`config.mk`:
```
export PLATFORM = sky130hd
export DESIGN_NAME = irqc_top
export DESIGN_NICKNAME = d
export VERILOG_FILES = /design/src/rtl/irqc_pkg.sv /design/src/rtl/irqc_regs.sv /design/src/rtl/irqc_pending.sv /design/src/rtl/irqc_combine.sv /design/src/rtl/irqc_top.sv
export SDC_FILE = /design/constraint.sdc
export NUM_CORES = 1
export LEC_CHECK = 0
export CORE_MARGIN = 2
export CORE_UTILIZATION = 41
export CTS_CLUSTER_DIAMETER = 200
export DETAILED_ROUTE_END_ITERATION = 12
export DONT_BUFFER_PORTS = 1
export PLACE_DENSITY = 0.67
export RECOVER_POWER = 100
export SLEW_MARGIN = 20
export SYNTH_ARGS = -nofsm -noshare
export SYNTH_HDL_FRONTEND = slang
export SYNTH_SLANG_ARGS = --single-unit
```
`constraint.sdc`:
```
create_clock -name clk -period 4.43 [get_ports clk]
set_clock_uncertainty 0.1 [all_clocks]
set_input_delay 0.6645 -clock clk [delete_from_list [all_inputs] [get_ports clk]]
set_output_delay 0.6645 -clock clk [all_outputs]
set_load 0.05 [all_outputs]
```
`src/rtl/irqc_pkg.sv`:
```
package irqc_pkg;

    localparam int NUM_SRC = 16;
    localparam int DATA_W  = 32;
    localparam int ADDR_W  = 8;
    localparam int SRC_W   = $clog2(NUM_SRC);

    typedef logic [NUM_SRC-1:0] src_vec_t;

    // register byte offsets
    typedef enum logic [ADDR_W-1:0] {
        OFF_PSET = 8'h00,
        OFF_PCLR = 8'h04,
        OFF_STAT = 8'h08,
        OFF_MODE = 8'h0C,
        OFF_MSET = 8'h10,
        OFF_MCLR = 8'h14,
        OFF_MASK = 8'h18,
        OFF_DEST = 8'h1C,
        OFF_SUMM = 8'h20
    } reg_off_e;

    // source slot numbering
    typedef enum logic [SRC_W-1:0] {
        SRC_GPTIMER   = 4'd0,
        SRC_WATCHDOG  = 4'd1,
        SRC_COMMAND   = 4'd2,
        SRC_CTXSWITCH = 4'd3,
        SRC_HALT      = 4'd4,
        SRC_EXTERR    = 4'd5,
        SRC_SOFT0     = 4'd6,
        SRC_SOFT1     = 4'd7,
        SRC_EXT_FIRST = 4'd8
    } src_id_e;

    // routing word: target select above, route enable below
    typedef struct packed {
        src_vec_t target;
        src_vec_t route;
    } dest_t;

    typedef struct packed {
        logic pset;
        logic pclr;
        logic mset;
        logic mclr;
        logic mode_wr;
        logic dest_wr;
    } wr_strb_t;

    function automatic wr_strb_t decode_write(input logic we, input logic [ADDR_W-1:0] addr);
        wr_strb_t s;
        s = '0;
        if (we) begin
            case (addr)
                OFF_PSET: s.pset    = 1'b1;
                OFF_PCLR: s.pclr    = 1'b1;
                OFF_MSET: s.mset    = 1'b1;
                OFF_MCLR: s.mclr    = 1'b1;
                OFF_MODE: s.mode_wr = 1'b1;
                OFF_DEST: s.dest_wr = 1'b1;
                default:  s         = '0;
            endcase
        end
        return s;
    endfunction

endpackage

```
`src/rtl/irqc_regs.sv`:
```
module irqc_regs
    import irqc_pkg::*;
(
    input  logic                clk,
    input  logic                rst,
    input  wr_strb_t            strb,
    input  logic [DATA_W-1:0]   wdata,
    output src_vec_t            mask_q,
    output src_vec_t            mode_q,
    output dest_t               dest_q,
    output src_vec_t            sw_set,
    output src_vec_t            sw_clr
);

    src_vec_t wbits;
    assign wbits  = wdata[NUM_SRC-1:0];
    assign sw_set = strb.pset ? wbits : '0;
    assign sw_clr = strb.pclr ? wbits : '0;

    always_ff @(posedge clk) begin
        if (rst) begin
            mask_q <= '0;
            mode_q <= '0;
            dest_q <= '0;
        end else begin
            if (strb.mset)
                mask_q <= mask_q | wbits;
            else if (strb.mclr)
                mask_q <= mask_q & ~wbits;
            if (strb.mode_wr)
                mode_q <= wbits;
            if (strb.dest_wr)
                dest_q <= dest_t'(wdata);
        end
    end

    assert_mask_set_R7: assert property (@(posedge clk) disable iff (rst)
        strb.mset |=> ((mask_q & $past(wbits)) == $past(wbits)));

    assert_mask_clear_R7: assert property (@(posedge clk) disable iff (rst)
        strb.mclr |=> ((mask_q & $past(wbits)) == '0));

    assert_dest_write_R8: assert property (@(posedge clk) disable iff (rst)
        strb.dest_wr |=> (dest_q == $past(wdata)));

    assert_cfg_reset_R1: assert property (@(posedge clk)
        rst |=> (mask_q == '0 && mode_q == '0 && dest_q == '0));

endmodule

```
`src/rtl/irqc_pending.sv`:
```
module irqc_pending
    import irqc_pkg::*;
(
    input  logic     clk,
    input  logic     rst,
    input  src_vec_t src,
    input  src_vec_t mode,
    input  src_vec_t sw_set,
    input  src_vec_t sw_clr,
    output src_vec_t pend_q
);

    src_vec_t src_q;
    src_vec_t pend_d;

    always_ff @(posedge clk) begin
        if (rst) begin
            src_q  <= '0;
            pend_q <= '0;
        end else begin
            src_q  <= src;
            pend_q <= pend_d;
        end
    end

    for (genvar i = 0; i < NUM_SRC; i++) begin : g_bit
        logic rise;
        assign rise = src[i] & ~src_q[i];

        always_comb begin
            if (mode[i])
                pend_d[i] = src[i];
            else
                pend_d[i] = rise | sw_set[i] | (pend_q[i] & ~sw_clr[i]);
        end

        assert_edge_latch_R4: assert property (@(posedge clk) disable iff (rst)
            (!mode[i] && rise) |=> pend_q[i]);

        assert_edge_hold_R4: assert property (@(posedge clk) disable iff (rst)
            (!mode[i] && pend_q[i] && !sw_clr[i]) |=> pend_q[i]);

        assert_sw_clear_R3: assert property (@(posedge clk) disable iff (rst)
            (!mode[i] && sw_clr[i] && !rise) |=> !pend_q[i]);

        assert_hw_wins_R6: assert property (@(posedge clk) disable iff (rst)
            (!mode[i] && rise && sw_clr[i]) |=> pend_q[i]);

        assert_level_track_R5: assert property (@(posedge clk) disable iff (rst)
            mode[i] |=> (pend_q[i] == $past(src[i])));

        assert_sw_set_R2: assert property (@(posedge clk) disable iff (rst)
            (!mode[i] && sw_set[i]) |=> pend_q[i]);
    end

    assert_pend_reset_R1: assert property (@(posedge clk)
        rst |=> (pend_q == '0));

endmodule

```
`src/rtl/irqc_combine.sv`:
```
module irqc_combine
    import irqc_pkg::*;
(
    input  logic     clk,
    input  logic     rst,
    input  src_vec_t pend,
    input  src_vec_t mask,
    input  dest_t    dest,
    output logic     irq_local,
    output logic     irq_host
);

    src_vec_t live;
    assign live = pend & mask;

    assign irq_local = |(live & ~dest.route);
    assign irq_host  = |(live & dest.route & dest.target);

    assert_masked_quiet_R9: assert property (@(posedge clk) disable iff (rst)
        (mask == '0) |-> (!irq_local && !irq_host));

    assert_idle_quiet_R10: assert property (@(posedge clk) disable iff (rst)
        (pend == '0) |-> (!irq_local && !irq_host));

    assert_all_routed_R9: assert property (@(posedge clk) disable iff (rst)
        (dest.route == '1) |-> !irq_local);

    assert_no_target_R10: assert property (@(posedge clk) disable iff (rst)
        (dest.target == '0) |-> !irq_host);

endmodule

```
`src/rtl/irqc_top.sv`:
```
module irqc_top
    import irqc_pkg::*;
(
    input  logic              clk,
    input  logic              rst,
    input  logic [15:0]       src_in,
    input  logic              wr_en,
    input  logic [7:0]        wr_addr,
    input  logic [31:0]       wr_data,
    input  logic [7:0]        rd_addr,
    output logic [31:0]       rd_data,
    output logic              irq_local,
    output logic              irq_host
);

    wr_strb_t strb;
    src_vec_t mask_q, mode_q, pend_q, sw_set, sw_clr;
    dest_t    dest_q;

    assign strb = decode_write(wr_en, wr_addr);

    irqc_regs u_regs (
        .clk    (clk),
        .rst    (rst),
        .strb   (strb),
        .wdata  (wr_data),
        .mask_q (mask_q),
        .mode_q (mode_q),
        .dest_q (dest_q),
        .sw_set (sw_set),
        .sw_clr (sw_clr)
    );

    irqc_pending u_pending (
        .clk    (clk),
        .rst    (rst),
        .src    (src_in),
        .mode   (mode_q),
        .sw_set (sw_set),
        .sw_clr (sw_clr),
        .pend_q (pend_q)
    );

    irqc_combine u_combine (
        .clk       (clk),
        .rst       (rst),
        .pend      (pend_q),
        .mask      (mask_q),
        .dest      (dest_q),
        .irq_local (irq_local),
        .irq_host  (irq_host)
    );

    localparam int PAD_W = DATA_W - NUM_SRC;

    always_comb begin
        case (rd_addr)
            OFF_STAT: rd_data = {{PAD_W{1'b0}}, pend_q};
            OFF_MODE: rd_data = {{PAD_W{1'b0}}, mode_q};
            OFF_MASK: rd_data = {{PAD_W{1'b0}}, mask_q};
            OFF_DEST: rd_data = dest_q;
            OFF_SUMM: rd_data = {{(DATA_W-1){1'b0}}, irq_host};
            default:  rd_data = '0;
        endcase
    end

    assert_summary_R11: assert property (@(posedge clk) disable iff (rst)
        (rd_addr == OFF_SUMM) |-> (rd_data[DATA_W-1:1] == '0 && rd_data[0] == irq_host));

    assert_strobe_read_R12: assert property (@(posedge clk) disable iff (rst)
        (rd_addr == OFF_PSET || rd_addr == OFF_MCLR) |-> (rd_data == '0));

    assert_ro_write_R12: assert property (@(posedge clk) disable iff (rst)
        (wr_en && (wr_addr == OFF_MASK || wr_addr == OFF_STAT)) |=> $stable(mask_q));

endmodule

```
==> impl_metrics.py <==
metrics = {
    "outcome": {
        "status": "finished with violations",
        "violations": "max-capacitance violations, max-slew violations",
    },
    "yosys": {
        "synth_area_leader_cell": "dfxtp_1",
        "synth.most_common_cell": "nand2_1",
        "netlist_top_cells_area": "dfxtp_1 (42%), nand2_1 (11%), a21oi_1 (8.8%), mux4_2 (7.9%), nor2b_1 (4.4%)",
        "netlist.area_leader.share": 0.4209,
        "synthTopCellsByCount": "nand2_1 (129), dfxtp_1 (96), a21oi_1 (80)",
        "avgSynthCellArea_um2": 8.518,
        "synthFlopType": "dfxtp_1",
        "synth_cell_types": 30,
        "synth.cell_area_um2": 4566,
        "async_flop_share": 0,
        "synthCells": 536,
        "yosys_warnings": 0,
        "syn_nets": 603,
        "synth_edf_count": 0,
        "seq_area_frac_synth": 0.4209,
        "ys_seq_elements": 96,
    },
    "detailed_routing": {
        "wire_per_inst_um": 18.91,
        "num_vias": 4054,
        "drt_wl_total_mm": 12.90,
        "initialDrtViolationCount": 333,
        "dr.pass1.iters": 5,
        "drc": 0,
        "route.antenna.remaining_nets": 0,
        "vias_per_cell": 5.944,
    },
    "worst_setup_path": {
        "critical_path_class": "in -> out",
        "crit_end": "rd_data[24]",
        "timing.rr.start": "u_regs.mode_q[9]",
        "end_kind": "primary output",
        "timing.critical_path.from": "rd_addr[1]",
        "r2r-end": "u_pending.pend_q[9]",
        "crit_arrival_ps": 2980,
        "cp.required_ps": 3670,
        "setup.worst_path.start_class": "primary input",
        "reg2reg_depth": 4,
        "path_max_fanout": 17,
        "r2r_slack_ps": 3310,
    },
    "place": {
        "dp_hpwl_mm": 8.832,
        "place_congestion": 0.8133,
        "place_ws_ps": 1168,
        "port_buffers": 0,
        "placedCellCount": 665,
    },
    "hold_path": {
        "hp-class": "in -> reg",
        "min_path_cells": 1,
        "min_from": "rst",
    },
    "sta": {
        "max_freq_mhz": 267.1,
        "max_slew_margin": -0.2183,
        "fin_hold_ws_ps": 278.2,
        "fin_ws_ps": 686.7,
        "fin_crit_ps": 3743,
        "report.final.setup_viol": 0,
        "hold_viol_final": 0,
        "timing.final.crit_share": 0.8450,
        "tightest_slew_ps": 1812,
        "rsz0062_at_grt": "false",
        "fin_setup_tns_ps": 0,
        "slew_viol_final": 14,
    },
    "cells_and_area": {
        "fin_nets": 604,
        "antennaDiodeCount": 0,
        "layout-drive-gt1-share": 0.07565,
        "area_delta_synth_final_pct": 6.577,
        "nFillCells": 1076,
        "final_cells": 682,
    },
    "clocking": {
        "cts_buffers": 9,
        "post_cts_resized": 0,
        "clock_latency_ps": 350,
        "htreeDepth": 3,
        "worst_setup_hold_path_clk_slew_ps": 90,
        "clock_path_buffers": 2,
        "root_buffer": "clkbuf_8",
        "post_cts_buffers": 0,
        "holdBufCountCts": 0,
        "cts_num_sinks": 96,
        "cts_tree": "yes",
    },
    "pwr": {
        "ir_worst_vdd_v": 0.0001692,
        "power_density_nw_per_um2": 311.9,
        "p_leak_nw": 1.492,
    },
    "global_routing": {
        "antenna_found_initial": 0,
        "overflow": 0,
        "grtUsageTotal": 0.2181,
        "grt_pass1_wl_mm": 19.92,
        "grt_max_degree": 98,
        "grt_pass1_vias": 3768,
    },
    "die": {
        "dieHeight_um": 109.5,
        "ios": 101,
        "initial_utilization": 0.4212,
        "die_x_um": 109.5,
        "die_area_um2": 12000,
        "core_um2": 10840,
        "fp-row-count": 38,
    },
    "job": {
        "max_cap_viol_count": 1,
    },
}
==> stage by stage <==
stage	cell area, µm²	power [mW]	utilization
3_3_place_gp	4761	0.9865	0.4392
2_1_floorplan	4566	0.9952	-
3_5_place_dp	4761	0.9908	0.4392
6_report	4866	1.518	0.4489
4_1_cts	4952	1.528	0.4568
5_1_grt	4866	1.574	0.4489
==> final cells by class <==
type	count	area (µm²)	area share
multi-input cells	391	2412	0.4958
inverters	18	67.56	0.01389
well taps	140	175.2	0.03600
clock buffers	12	165.2	0.03394
repair buffers	21	97.59	0.02006
clock inverters	4	26.28	0.005400
flip-flops and latches	96	1922	0.3950
==> power breakdown <==
part,leakage [nW],internal (mW),switching [mW]
clock network,0.0988,0.251,0.298
logic,0.610,0.0415,0.0253
registers,0.783,0.885,0.0172
==> placed cells by master, fill, tap and decap left out, types with 12 or more instances in the layout <==
cell type  count
a311o_1       13
dfxtp_1       96
a21oi_1       80
clkbuf_8      12
a21boi_0      16
nand2_1      129
nand4_1       22
mux4_2        16
nor2b_1       32
nor2_1        15
clkbuf_1      17
inv_1         18
a311oi_1      16
==> critical path, cell delays in order <==
cell and delay (ps):
nor4_1 360, nand3b_1 120, clkbuf_1 430, nor2_1 510, buf_4 280, and2_0 610
==> kinds of logic after synthesis <==
family,share of synthesized area
multiplexers,0.07893
flip-flops,0.4209
AND/OR/NAND/NOR,0.2628
buffers and inverters,0.04713
AO/OA/AOI/OAI,0.1902
==> layer usage <==
metal	share of wire	global-route usage	vias up
met4	0.016	0.05877	0
met1	0.43	0.3020	1933
met3	0.10	0.05098	18
met2	0.45	0.3417	188
li1	-	-	1915
met5	0	0	-
==> worst min path at each step <==
stage / endpoint / slack (ps)
after floorplan: u_regs.dest_q[16] / 340
after global placement: u_regs.mode_q[12] / 350
after detailed placement: u_regs.dest_q[21] / 360
after CTS: u_regs.mode_q[3] / 260
after global routing: u_regs.mode_q[3] / 250
final: u_regs.mode_q[0] / 280
Note: power is estimated with default switching activity, not from simulation.
